File: config.mk
export PLATFORM = sky130hd
export DESIGN_NAME = mbx_unit
export DESIGN_NICKNAME = d
export VERILOG_FILES = /design/src/rtl/mbx_pkg.sv /design/src/rtl/mbx_dir.sv /design/src/rtl/mbx_pin_route.sv /design/src/rtl/mbx_unit.sv
export SDC_FILE = /design/constraint.sdc
export NUM_CORES = 1
export LEC_CHECK = 0
export ABC_CLOCK_PERIOD_IN_PS = 7300
export BUFFER_PORTS_ARGS = -buffer_cell sky130_fd_sc_hd__buf_2
export CORE_MARGIN = 2
export CORE_UTILIZATION = 58
export DETAILED_ROUTE_END_ITERATION = 16
export GPL_TIMING_DRIVEN = 0
export PLACE_DENSITY = 0.8
export SYNTH_ARGS = -nofsm -noshare
export SYNTH_HDL_FRONTEND = slang
export SYNTH_HIERARCHICAL = 1
export SYNTH_SLANG_ARGS = --single-unit
File: constraint.sdc
create_clock -name clk -period 7.3 [get_ports clk]
set_clock_uncertainty 0.15 [all_clocks]
set_input_delay 2.19 -clock clk [delete_from_list [all_inputs] [get_ports clk]]
set_output_delay 2.19 -clock clk [all_outputs]
set_load 0.02 [all_outputs]
File: src/rtl/mbx_pkg.sv
package mbx_pkg;
  localparam int DATA_W     = 32;
  localparam int ADDR_W     = 3;
  localparam int NUM_MSG    = 2;
  localparam int NUM_LINES  = 4;
  localparam int SEL_W      = 3;
  localparam int IDX_W      = (NUM_MSG > 1) ? $clog2(NUM_MSG) : 1;

  localparam logic [ADDR_W-1:0] A_IN_BASE  = 3'd0;
  localparam logic [ADDR_W-1:0] A_OUT_BASE = 3'd2;
  localparam logic [ADDR_W-1:0] A_STATUS   = 3'd4;
  localparam logic [ADDR_W-1:0] A_MASK     = 3'd5;
  localparam logic [ADDR_W-1:0] A_LINESEL  = 3'd6;
endpackage

File: src/rtl/mbx_dir.sv
module mbx_dir #(
  parameter int NUM_MSG = 2,
  parameter int DW      = 32,
  localparam int IW     = (NUM_MSG > 1) ? $clog2(NUM_MSG) : 1
) (
  input  logic                         clk,
  input  logic                         rst_n,
  input  logic                         snd_we,
  input  logic [IW-1:0]                snd_idx,
  input  logic [DW-1:0]                snd_wdata,
  input  logic                         clr_we,
  input  logic                         clr_one,
  input  logic                         mask_we,
  input  logic                         mask_val,
  output logic [NUM_MSG-1:0][DW-1:0]   msg_q,
  output logic                         status_q,
  output logic                         mask_q,
  output logic                         irq
);
  logic status_d;
  logic mask_d;

  for (genvar g = 0; g < NUM_MSG; g++) begin : g_msg
    logic          en;
    logic [DW-1:0] d;
    always_comb begin
      en = snd_we && (snd_idx == IW'(g));
      d  = snd_wdata;
    end
    always_ff @(posedge clk or negedge rst_n) begin
      if (!rst_n)  msg_q[g] <= '0;
      else if (en) msg_q[g] <= d;
    end
  end

  always_comb begin
    status_d = status_q;
    if (clr_we && clr_one) status_d = 1'b0;
    if (snd_we)            status_d = 1'b1;
    mask_d = mask_we ? mask_val : mask_q;
  end

  always_ff @(posedge clk or negedge rst_n) begin
    if (!rst_n) begin
      status_q <= 1'b0;
      mask_q   <= 1'b0;
    end else begin
      status_q <= status_d;
      mask_q   <= mask_d;
    end
  end

  assign irq = status_q && !mask_q;

  AST_SEND_SETS: assert property (@(posedge clk) disable iff (!rst_n)
    snd_we |=> status_q);
  AST_ACK_CLEARS: assert property (@(posedge clk) disable iff (!rst_n)
    (clr_we && clr_one && !snd_we) |=> !status_q);
  AST_ZERO_KEEPS: assert property (@(posedge clk) disable iff (!rst_n)
    (status_q && !(clr_we && clr_one)) |=> status_q);
  AST_SET_WINS: assert property (@(posedge clk) disable iff (!rst_n)
    (snd_we && clr_we && clr_one) |=> status_q);
  AST_MSG_HOLD: assert property (@(posedge clk) disable iff (!rst_n)
    !snd_we |=> $stable(msg_q));
  AST_MASK_QUIET: assert property (@(posedge clk) disable iff (!rst_n)
    (mask_we && mask_val) |=> !irq);
endmodule

File: src/rtl/mbx_pin_route.sv
module mbx_pin_route #(
  parameter int NUM_LINES = 4,
  parameter int SEL_W     = 3
) (
  input  logic                 clk,
  input  logic                 rst_n,
  input  logic                 irq,
  input  logic [SEL_W-1:0]     sel,
  output logic [NUM_LINES-1:0] lines_n
);
  for (genvar g = 0; g < NUM_LINES; g++) begin : g_line
    assign lines_n[g] = !(irq && (sel == SEL_W'(g + 1)));
  end

  AST_ONE_LINE: assert property (@(posedge clk) disable iff (!rst_n)
    $onehot0(~lines_n));
  AST_NO_LINE: assert property (@(posedge clk) disable iff (!rst_n)
    (sel == '0) |-> (&lines_n));
  AST_QUIET_IDLE: assert property (@(posedge clk) disable iff (!rst_n)
    !irq |-> (&lines_n));
endmodule

File: src/rtl/mbx_unit.sv
module mbx_unit
  import mbx_pkg::*;
(
  input  logic                 clk,
  input  logic                 rst_n,
  input  logic [ADDR_W-1:0]    h_addr,
  input  logic [DATA_W-1:0]    h_wdata,
  input  logic                 h_we,
  input  logic                 h_re,
  output logic [DATA_W-1:0]    h_rdata,
  input  logic [ADDR_W-1:0]    l_addr,
  input  logic [DATA_W-1:0]    l_wdata,
  input  logic                 l_we,
  input  logic                 l_re,
  output logic [DATA_W-1:0]    l_rdata,
  output logic [NUM_LINES-1:0] host_int_n,
  output logic                 loc_irq
);
  logic [1:0] rst_sync;
  logic       rst_q_n;

  always_ff @(posedge clk or negedge rst_n) begin
    if (!rst_n) rst_sync <= 2'b00;
    else        rst_sync <= {rst_sync[0], 1'b1};
  end
  assign rst_q_n = rst_sync[1];

  logic [ADDR_W-1:0] h_in_off, l_out_off;
  logic              h_in_hit, l_out_hit;
  always_comb begin
    h_in_off  = h_addr - A_IN_BASE;
    l_out_off = l_addr - A_OUT_BASE;
    h_in_hit  = h_addr >= A_IN_BASE  && h_addr < A_IN_BASE  + ADDR_W'(NUM_MSG);
    l_out_hit = l_addr >= A_OUT_BASE && l_addr < A_OUT_BASE + ADDR_W'(NUM_MSG);
  end

  logic [NUM_MSG-1:0][DATA_W-1:0] in_msg, out_msg;
  logic in_stat, in_mask, in_irq;
  logic out_stat, out_mask, out_irq;

  mbx_dir #(.NUM_MSG(NUM_MSG), .DW(DATA_W)) u_inbound (
    .clk, .rst_n(rst_q_n),
    .snd_we(h_we && h_in_hit), .snd_idx(h_in_off[IDX_W-1:0]), .snd_wdata(h_wdata),
    .clr_we(l_we && l_addr == A_STATUS), .clr_one(l_wdata[0]),
    .mask_we(l_we && l_addr == A_MASK), .mask_val(l_wdata[0]),
    .msg_q(in_msg), .status_q(in_stat), .mask_q(in_mask), .irq(in_irq)
  );

  mbx_dir #(.NUM_MSG(NUM_MSG), .DW(DATA_W)) u_outbound (
    .clk, .rst_n(rst_q_n),
    .snd_we(l_we && l_out_hit), .snd_idx(l_out_off[IDX_W-1:0]), .snd_wdata(l_wdata),
    .clr_we(h_we && h_addr == A_STATUS), .clr_one(h_wdata[0]),
    .mask_we(h_we && h_addr == A_MASK), .mask_val(h_wdata[0]),
    .msg_q(out_msg), .status_q(out_stat), .mask_q(out_mask), .irq(out_irq)
  );

  logic [SEL_W-1:0] sel_q, sel_d;
  always_comb sel_d = (h_we && h_addr == A_LINESEL) ? h_wdata[SEL_W-1:0] : sel_q;
  always_ff @(posedge clk or negedge rst_q_n) begin
    if (!rst_q_n) sel_q <= '0;
    else          sel_q <= sel_d;
  end

  mbx_pin_route #(.NUM_LINES(NUM_LINES), .SEL_W(SEL_W)) u_route (
    .clk, .rst_n(rst_q_n), .irq(out_irq), .sel(sel_q), .lines_n(host_int_n)
  );
  assign loc_irq = in_irq;

  // Read side: one shared view of the message registers, per-port control words
  function automatic logic [DATA_W-1:0] msg_view(input logic [ADDR_W-1:0] a,
      input logic [NUM_MSG-1:0][DATA_W-1:0] im, input logic [NUM_MSG-1:0][DATA_W-1:0] om);
    logic [DATA_W-1:0] v;
    v = '0;
    for (int k = 0; k < NUM_MSG; k++) begin
      if (a == A_IN_BASE  + ADDR_W'(k)) v = im[k];
      if (a == A_OUT_BASE + ADDR_W'(k)) v = om[k];
    end
    return v;
  endfunction

  logic [DATA_W-1:0] h_rd_d, l_rd_d;
  always_comb begin
    h_rd_d = msg_view(h_addr, in_msg, out_msg);
    case (h_addr)
      A_STATUS:  h_rd_d = DATA_W'(out_stat);
      A_MASK:    h_rd_d = DATA_W'(out_mask);
      A_LINESEL: h_rd_d = DATA_W'(sel_q);
      default:   ;
    endcase
    l_rd_d = msg_view(l_addr, in_msg, out_msg);
    case (l_addr)
      A_STATUS: l_rd_d = DATA_W'(in_stat);
      A_MASK:   l_rd_d = DATA_W'(in_mask);
      default:  ;
    endcase
  end

  always_ff @(posedge clk or negedge rst_q_n) begin
    if (!rst_q_n) begin
      h_rdata <= '0;
      l_rdata <= '0;
    end else begin
      if (h_re) h_rdata <= h_rd_d;
      if (l_re) l_rdata <= l_rd_d;
    end
  end

  AST_HRD_HOLD: assert property (@(posedge clk) disable iff (!rst_q_n)
    !h_re |=> $stable(h_rdata));
  AST_LRD_HOLD: assert property (@(posedge clk) disable iff (!rst_q_n)
    !l_re |=> $stable(l_rdata));
  AST_INB_SET: assert property (@(posedge clk) disable iff (!rst_q_n)
    (h_we && h_in_hit && !in_mask) |=> loc_irq);
endmodule

==> qor.yml, run 1 <==
globalplace.congestion: 0.836
wl_per_cell_um: 22.6
ys_top_cells_by_count: "dfrtp_1 (201), mux2_4 (120), inv_1 (119), mux4_2 (62), o22ai_1 (60)"
synth.cell_area_um2: 9950
numCtsBuffers: 21
cp_top_family: "simple AND/OR/NAND/NOR gates"
place_ws_ns: 3.19
placed_cells: 1036
post_layout_nonfiller_instances: 1076
vias: 6324
yosysMostFrequentCell: "dfrtp_1"
first_iter_violations: 431
post_cts_buffers: 0
worstPathRequired_ns: 4.96
crit_path_start_kind: "register"
worstRegToRegCells: 1
hold_start: "rst_sync[0]"
reg2reg_from: "rst_sync[1]"
drc: 0
relSlewSlack: 0.397
ios: 145
p_leak_nw: 5.72
worstMarginPinSlew_ns: 0.905
grt_overflow: 0
clock-sinks: 201
fmax_ghz: 0.260
die_area_um2: 18200
synth_cells: 674
path_clk_slew_ns: 0.06
die_h_um: 135
holdBufCountCts: 0
r2r-end: "u_outbound/msg_q[33]"
grt_pass1_vias: 6930
numPortBuffers: 140
synth_warnings: 6
synth-edff-count: 0
finalCriticalPeriod_ns: 3.85
crit_path_end_kind: "output port"
critical_path_arrival_ns: 1.51
route.met2.wl_um: 12300
wl_met1_um: 9810
hold_ws_ns: 0.212
hold_viol: 0
ys_seq_elements: 201
post-route-period-util: 0.528
critPathMaxStageDelay_ns: 0.38
synth_top_area_cell: "dfrtp_1"
whs_endpoint: "rst_sync[1]"
viasPerCell: 5.88
synth.avg_cell_area_um2: 14.8
core-area_um2: 16700
die_w_um: 135
ctsHtreeMaxLevel: 1
areaGrowthSynthToFinish_pct: 17.5
postPlaceCellArea_um2: 11000
crit_chain: "nor2b_1 > nand4bb_1 > buf_2"
grt_pass1_wl_um: 38300
synthDistinctLibCells: 35
grt_max_degree: 73
ir_drop_mv: 0.239
final-setup-viol-count: 0
dp_hpwl_um: 16400
root_buffer: "clkbuf_16"
synth_area_leaders: "dfrtp_1 (51%), mux2_4 (18%), mux4_2 (14%), inv_1 (4.5%), o22ai_1 (3.8%)"
antenna_found_initial: 3
final_area_um2: 11700
path_class: "register to output port"
num-nets-final: 915
maxCapViolations: 0
p_per_area_nw_per_um2: 290
clock_latency_ns: 0.49
start_util: 0.596
slowest_stage: "dfrtp_1"
synthArstFlopShare: 1.00
ys_seq_area_frac: 0.506
std_cell_rows: 47
track_usage: 0.274
cts_resized: 0
yosysTopAreaCellShare: 0.506
clockBufferDepth: 3
hp-class: "register to register"
ant_nets: 0
crit_path_max_fanout: 4
syn_nets: 750
status: "complete, no violations"
slew_viol_final: 0
highest_layer: "met5"
r2r_slack_ns: 5.80
timing.critical_path.buf_inv: 1
ys.flop_type: "dfrtp_1"
cts_tree: "done"
routed_wl_um: 24400
grt_setup_unrepaired: "false"
hold_path_depth: 0
drive_gt1_frac: 0.481
first_pass_iters: 6
postLayoutSetupSlackWorst_ns: 3.45
fin_util: 0.700
wl_met3_um: 1610
[state kept, by name, summed over array words and instances, names as in the netlist]
signal,flops
u_inbound/msg_q,64
u_outbound/msg_q,64
h_rdata,32
l_rdata,32
sel_q,3
rst_sync,2
u_inbound/mask_q,1
u_inbound/status_q,1
u_outbound/mask_q,1
u_outbound/status_q,1
[layer usage]
| layer | global-route usage | up-vias |
|---|---|---|
| met2 | 0.467 | 264 |
| met5 | 0 | - |
| met4 | 0.0833 | 2 |
| met1 | 0.369 | 3287 |
| met3 | 0.0435 | 59 |
| li1 | - | 2712 |
[how the worst max path moves through the flow]
stage | from | endpoint | slack [ns] | cells after the start
CTS | u_outbound/status_q | host_int_n[0] | 3.45 | 3
detailed placement | h_addr[1] | u_inbound/msg_q[29] | 3.19 | 7
floorplan | rst_sync[1] | h_rdata[0] | 1.13 | 0
finish | u_outbound/status_q | host_int_n[0] | 3.45 | 3
global route | u_outbound/status_q | host_int_n[0] | 3.39 | 3
global placement | rst_sync[1] | h_rdata[5] | -0.56 | 0
[cell usage in the layout (no fill, tap or decap), types with 6 or more instances in the layout]
master,synthesis,final
mux4_2,62,62
o22ai_1,60,60
buf_8,6,6
clkbuf_16,0,21
buf_6,16,16
nor2b_1,6,6
clkbuf_1,12,15
nand2_1,9,9
mux2_2,14,14
mux2_4,120,120
inv_1,119,119
dfrtp_1,201,200
buf_2,8,148
clkbuf_8,0,7
[power breakdown]
part           internal, mW  leakage, nW  total [mW]  switching (mW)
sequential             1.34         2.48        1.52           0.179
combinational         0.467         2.89       0.798           0.331
clock                 0.638        0.347        1.08           0.439
[area by class of cell]
cell class	instances	area, µm²
antenna	2	5.00
buffer	44	368
clock buffer	31	633
clock inverter	7	70.1
fill	1147	5010
inverter	122	458
multi-input combinational	307	4090
sequential	201	5030
tap	220	275
timing repair buffer	142	756
[cell families after synthesis]
group,share of synthesized area
mux,0.342
simple gates,0.0241
buf+inv,0.0830
compound gates,0.0449
other cells,0.000377
flops,0.506
[stage by stage]
stage	total power, mW	TNS, ns
6_report	3.39	0
5_1_grt	3.53	0
4_1_cts	3.40	0
3_5_place_dp	2.32	0
3_3_place_gp	2.26	-107.55
2_1_floorplan	2.08	0
Power figures use the tool's default switching activity.
==> run 2: changes to the inputs <==
--- a/config.mk
+++ b/config.mk
@@ -5,13 +5,13 @@
 export SDC_FILE = /design/constraint.sdc
 export NUM_CORES = 1
 export LEC_CHECK = 0
-export ABC_CLOCK_PERIOD_IN_PS = 7300
+export ABC_CLOCK_PERIOD_IN_PS = 3500
 export BUFFER_PORTS_ARGS = -buffer_cell sky130_fd_sc_hd__buf_2
 export CORE_MARGIN = 2
-export CORE_UTILIZATION = 58
+export CORE_UTILIZATION = 52
 export DETAILED_ROUTE_END_ITERATION = 16
 export GPL_TIMING_DRIVEN = 0
-export PLACE_DENSITY = 0.8
+export PLACE_DENSITY = 0.76
 export SYNTH_ARGS = -nofsm -noshare
 export SYNTH_HDL_FRONTEND = slang
 export SYNTH_HIERARCHICAL = 1
==> constraint.sdc (replaced) <==
create_clock -name clk -period 3.5 [get_ports clk]
set_clock_uncertainty 0.15 [all_clocks]
set_input_delay 1.05 -clock clk [delete_from_list [all_inputs] [get_ports clk]]
set_output_delay 1.05 -clock clk [all_outputs]
set_load 0.02 [all_outputs]
==> qor.yml, run 2 (synthesis gave the netlist of run 1 again) <==
numPortBuffers: 140  # unchanged
hold_ws_ns: 0.172  # -0.0396 ns
dp_hpwl_um: 15600  # -4.8%
die_h_um: 142  # +5.4%
reg.largest.list: "u_inbound/msg_q: 64 flops, u_outbound/msg_q: 64 flops"
clockBufferDepth: 3  # unchanged
ir_drop_mv: 0.395  # +66%
path_clk_slew_ns: 0.06  # about the same
die_w_um: 142  # +5.4%
ctsHtreeMaxLevel: 1  # unchanged
status: "complete, no violations"
finalCriticalPeriod_ns: 2.63
track_usage: 0.237  # -0.0369
final_cell_mix: "dfrtp_1 (200), buf_2 (148), mux2_4 (120)"
worstRegToRegCells: 1  # unchanged
slowest_stage: "dfrtp_1"
hp-class: "input port to async pin"
areaGrowthSynthToFinish_pct: 17.5  # about the same
antenna_found_initial: 0  # -3
layout_commonest_cell: "dfrtp_1"
worstMarginPinSlew_ns: 0.895  # -0.00969 ns
final_area_um2: 11700  # about the same
r2r_slack_ns: 2.05  # -3.75 ns
first_iter_violations: 413  # -4.2%
globalplace.congestion: 0.798  # -4.5%
antennaDiodeCount: 0  # -2
grt_pass1_wl_um: 36400  # -5.1%
first_pass_iters: 7  # +1
fmax_ghz: 0.381
cp_top_family: "flip-flops"
num-nets-final: 915  # unchanged
die_area_um2: 20300  # +11%
ios: 145  # unchanged
crit_path_end_kind: "output port"
clock-sinks: 201  # unchanged
worstPathRequired_ns: 2.30  # -2.66 ns
hold_viol: 0  # unchanged
numCtsBuffers: 21  # unchanged
ant_nets: 0  # unchanged
holdBufCountCts: 0  # unchanged
clock_latency_ns: 0.51  # +0.02 ns
crit_path_max_fanout: 4  # unchanged
drive_gt1_frac: 0.480  # -0.00117
wl_per_cell_um: 21.6  # -4.7%
start_util: 0.530  # -0.0656
p_leak_nw: 5.70  # -0.23%
r2r-end: "h_rdata[8]"
grt_pass1_vias: 6295  # -9.2%
timing.critical_path.buf_inv: 1  # unchanged
relSlewSlack: 0.403  # +0.00646
power_mw: 7.01  # +110%
fillers: 1429  # +25%
critical_path_arrival_ns: 1.43  # -0.08 ns
grt_max_degree: 72  # -1.4%
grt_setup_unrepaired: "false"
post_cts_buffers: 0  # unchanged
postPlaceCellArea_um2: 11000  # +0.16%
slew_viol_final: 0  # unchanged
maxCapViolations: 0  # unchanged
cts_tree: "done"
grt_overflow: 0  # unchanged
cts_resized: 0  # unchanged
path_class: "register to output port"
p_per_area_nw_per_um2: 600  # +110%
drc: 0  # unchanged
critPathMaxStageDelay_ns: 0.40  # +0.02 ns
vias: 6032  # -4.6%
root_buffer: "clkbuf_16"
reg2reg_from: "rst_sync[1]"
crit_path_start_kind: "register"
routed_wl_um: 23500  # -3.7%
core-area_um2: 18800  # +12%
viasPerCell: 5.54  # -5.7%
final-setup-viol-count: 0  # unchanged
post-route-period-util: 0.750
crit_chain: "nor2b_1 > nand4bb_1 > buf_2"
std_cell_rows: 50  # +6.4%
==> run 2: cell types whose count changed in the layout (fill, tap and decap cells not counted), sizes merged <==
| cell | change |
|---|---|
| diode | -2 |
| clkinvlp | +1 |
| clkbuf | -1 |
==> run 2: through the flow <==
stage,setup slack [ns],std cells,TNS (ns),utilization
5_1_grt,0.780,1088,0,0.623
4_1_cts,0.857,1088,0,0.623
3_5_place_dp,0.589,1050,0,0.586
6_report,0.874,1088,0,0.623
3_3_place_gp,-1.19,1048,-234.57,0.583
2_1_floorplan,0.0387,674,0,-
==> run 2: report_power, final <==
group	switching, mW	internal [mW]	leakage (nW)
Combinational	0.671	0.974	2.89
Clock	0.934	1.29	0.334
Sequential	0.356	2.79	2.48
Total	1.96	5.05	5.70
==> run 2: worst max-delay path by stage <==
stage	to	slack, ns	depth (start not counted)	from
after global placement	h_rdata[9]	-1.19	0	rst_sync[1]
after detailed placement	u_inbound/msg_q[3]	0.59	7	h_addr[1]
after CTS	host_int_n[0]	0.86	3	u_outbound/mask_q
final	host_int_n[0]	0.87	3	u_outbound/mask_q
after floorplan	h_rdata[0]	0.04	0	rst_sync[1]
after global routing	host_int_n[0]	0.78	3	u_outbound/mask_q
==> run 2: final cells by class <==
class	instances	area [µm²]	area share
buffer	44	368	0.0315
clock buffer	30	609	0.0521
clock inverter	8	77.6	0.00664
inverter	122	458	0.0392
multi-input combinational	307	4090	0.350
sequential	201	5030	0.431
tap	234	293	0.0251
timing repair buffer	142	756	0.0647
==> run 2: layer usage <==
layer / track usage / share of wire
met4: 0.0479 / 0.013
met2: 0.393 / 0.49
met3: 0.0421 / 0.057
met1: 0.336 / 0.44
met5: 0 / 0
==> run 3: changes to the inputs <==
--- a/config.mk
+++ b/config.mk
@@ -5,7 +5,7 @@
 export SDC_FILE = /design/constraint.sdc
 export NUM_CORES = 1
 export LEC_CHECK = 0
-export ABC_CLOCK_PERIOD_IN_PS = 3500
+export ABC_CLOCK_PERIOD_IN_PS = 2200
 export BUFFER_PORTS_ARGS = -buffer_cell sky130_fd_sc_hd__buf_2
 export CORE_MARGIN = 2
 export CORE_UTILIZATION = 52
==> constraint.sdc (replaced) <==
create_clock -name clk -period 2.2 [get_ports clk]
set_clock_uncertainty 0.15 [all_clocks]
set_input_delay 0.66 -clock clk [delete_from_list [all_inputs] [get_ports clk]]
set_output_delay 0.66 -clock clk [all_outputs]
set_load 0.02 [all_outputs]
==> qor.yml, run 3 (synthesis gave the netlist of run 1 again) <==
status: "complete, no violations"
drc: 0  # unchanged
worstMarginPinSlew_ns: 0.682  # -0.213 ns
die_w_um: 142  # unchanged
ant_nets: 0  # unchanged
vias: 6099  # +1.1%
clockBufferDepth: 3  # unchanged
hold_viol: 0  # unchanged
first_pass_iters: 4  # -3
wl_per_cell_um: 21.2  # -1.6%
crit_chain: "nor2b_4 > nand4b_1 > buf_2"
std_cell_rows: 50  # unchanged
reg.largest.list: "u_inbound/msg_q: 64 flops, u_outbound/msg_q: 64 flops"
crit_path_start_kind: "register"
fmax_ghz: 0.460
num-nets-final: 918  # +0.33%
post_cts_buffers: 0  # unchanged
path_class: "register to output port"
slowest_stage: "dfrtp_1"
maxCapViolations: 0  # unchanged
die_h_um: 142  # unchanged
routed_wl_um: 23100  # -1.4%
ir_drop_mv: 0.519  # +31%
critical_path_arrival_ns: 1.37  # -0.06 ns
die_area_um2: 20300  # unchanged
root_buffer: "clkbuf_16"
first_iter_violations: 287  # -31%
multi_input_area_um2: 4110  # +0.31%
worstPathRequired_ns: 1.39  # -0.91 ns
ctsHtreeMaxLevel: 1  # unchanged
areaGrowthSynthToFinish_pct: 18.1
crit_path_max_fanout: 4  # unchanged
final-setup-viol-count: 0  # unchanged
clock_latency_ns: 0.50  # about the same
crit_path_end_kind: "output port"
viasPerCell: 5.60  # +0.93%
grt_max_degree: 68  # -5.6%
clock-sinks: 201  # unchanged
fin_util: 0.626  # +0.00307
final_area_um2: 11700  # +0.49%
finalCriticalPeriod_ns: 2.18
hp-class: "register to async pin"
relSlewSlack: 0.545  # +0.142
start_util: 0.530  # unchanged
final_cell_mix: "dfrtp_1 (200), buf_2 (148), mux2_4 (120)"
critPathMaxStageDelay_ns: 0.42  # +0.02 ns
fillers: 1439  # +0.70%
p_per_area_nw_per_um2: 951  # +58%
grt_pass1_wl_um: 36800  # +1.1%
track_usage: 0.237  # about the same
grt_overflow: 0  # unchanged
p_leak_nw: 5.74  # +0.67%
r2r_slack_ns: 0.72  # -1.33 ns
dp_hpwl_um: 15500  # -0.23%
numCtsBuffers: 22  # +4.8%
path_clk_slew_ns: 0.06  # about the same
core-area_um2: 18800  # unchanged
drive_gt1_frac: 0.482  # +0.00234
numPortBuffers: 140  # unchanged
grt_setup_unrepaired: "true"
antenna_found_initial: 2  # +2
layout_commonest_cell: "dfrtp_1"
postPlaceCellArea_um2: 11000  # +0.30%
post-route-period-util: 0.989
grt_pass1_vias: 6611  # +5.0%
final-seq-area_um2: 5030  # unchanged
slew_viol_final: 0  # unchanged
cts_tree: "done"
globalplace.congestion: 0.771  # -3.4%
ios: 145  # unchanged
[run 3: path summary, 6_finish.rpt]
| kind | start | depth (start not counted) | end |
|---|---|---|---|
| max reg2reg | u_inbound/msg_q[0] | 3 | l_rdata[0] |
| min in group clk | rst_sync[0] | 0 | rst_sync[1] |
| min | rst_sync[1] | 0 | l_rdata[27] |
| min reg2reg | rst_sync[1] | 0 | l_rdata[27] |
| max in group asynchronous | rst_sync[1] | 2 | h_rdata[13] |
| max | u_outbound/mask_q | 3 | host_int_n[2] |
[run 3: repair_timing]
| action | 4_1_cts | 5_1_grt |
|---|---|---|
| hold buffers | 1 | 0 |
| endpoints found under the hold margin | 2 | 0 |
| endpoints found under the setup margin | 4 | 4 |
| pin swaps | 0 | 0 |
| resized for setup | 1 | 1 |
[run 3: report_power, final]
group	leakage, nW	internal, mW	switching, mW
Clock	0.346	2.09	1.45
Sequential	2.48	4.44	0.555
Combinational	2.92	1.56	1.08
[run 3: critical path: cells and delay by family (launching register included)]
kind | cells | cell delay (ns)
simple gates | 2 | 0.27
flops | 1 | 0.42
buf+inv | 1 | 0.17
[run 3: metal layers]
metal  global-route usage  up-vias  wire (µm)
met3               0.0417       42       1290
met4               0.0677        0        544
met1                0.337     3162      10300
met2                0.381      174      11000
li1                     -     2721          -
met5                    0        -          0
[run 3: final cells by class]
type | instances | area share
timing repair buffer | 144 | 0.0675
buffer | 44 | 0.0313
tap | 234 | 0.0249
antenna | 2 | 0.000426
clock inverter | 4 | 0.00170
sequential | 201 | 0.429
multi-input combinational | 307 | 0.350
clock buffer | 32 | 0.0570
inverter | 122 | 0.0390
[run 3: stage by stage]
step                      TNS [ns]  hold slack, ns  setup slack, ns  std cells  power (mW)
after detailed placement     -9.45          0.0421           -0.168       1051        7.67
after global routing        -0.135          0.0588          -0.0537       1089        11.7
after CTS                        0          0.0465           0.0102       1088        11.2
final                            0          0.0425           0.0248       1090        11.2
after global placement     -148.88           0.185           -0.728       1048        7.55
after floorplan             -0.106           0.181        -0.000532        674        6.91
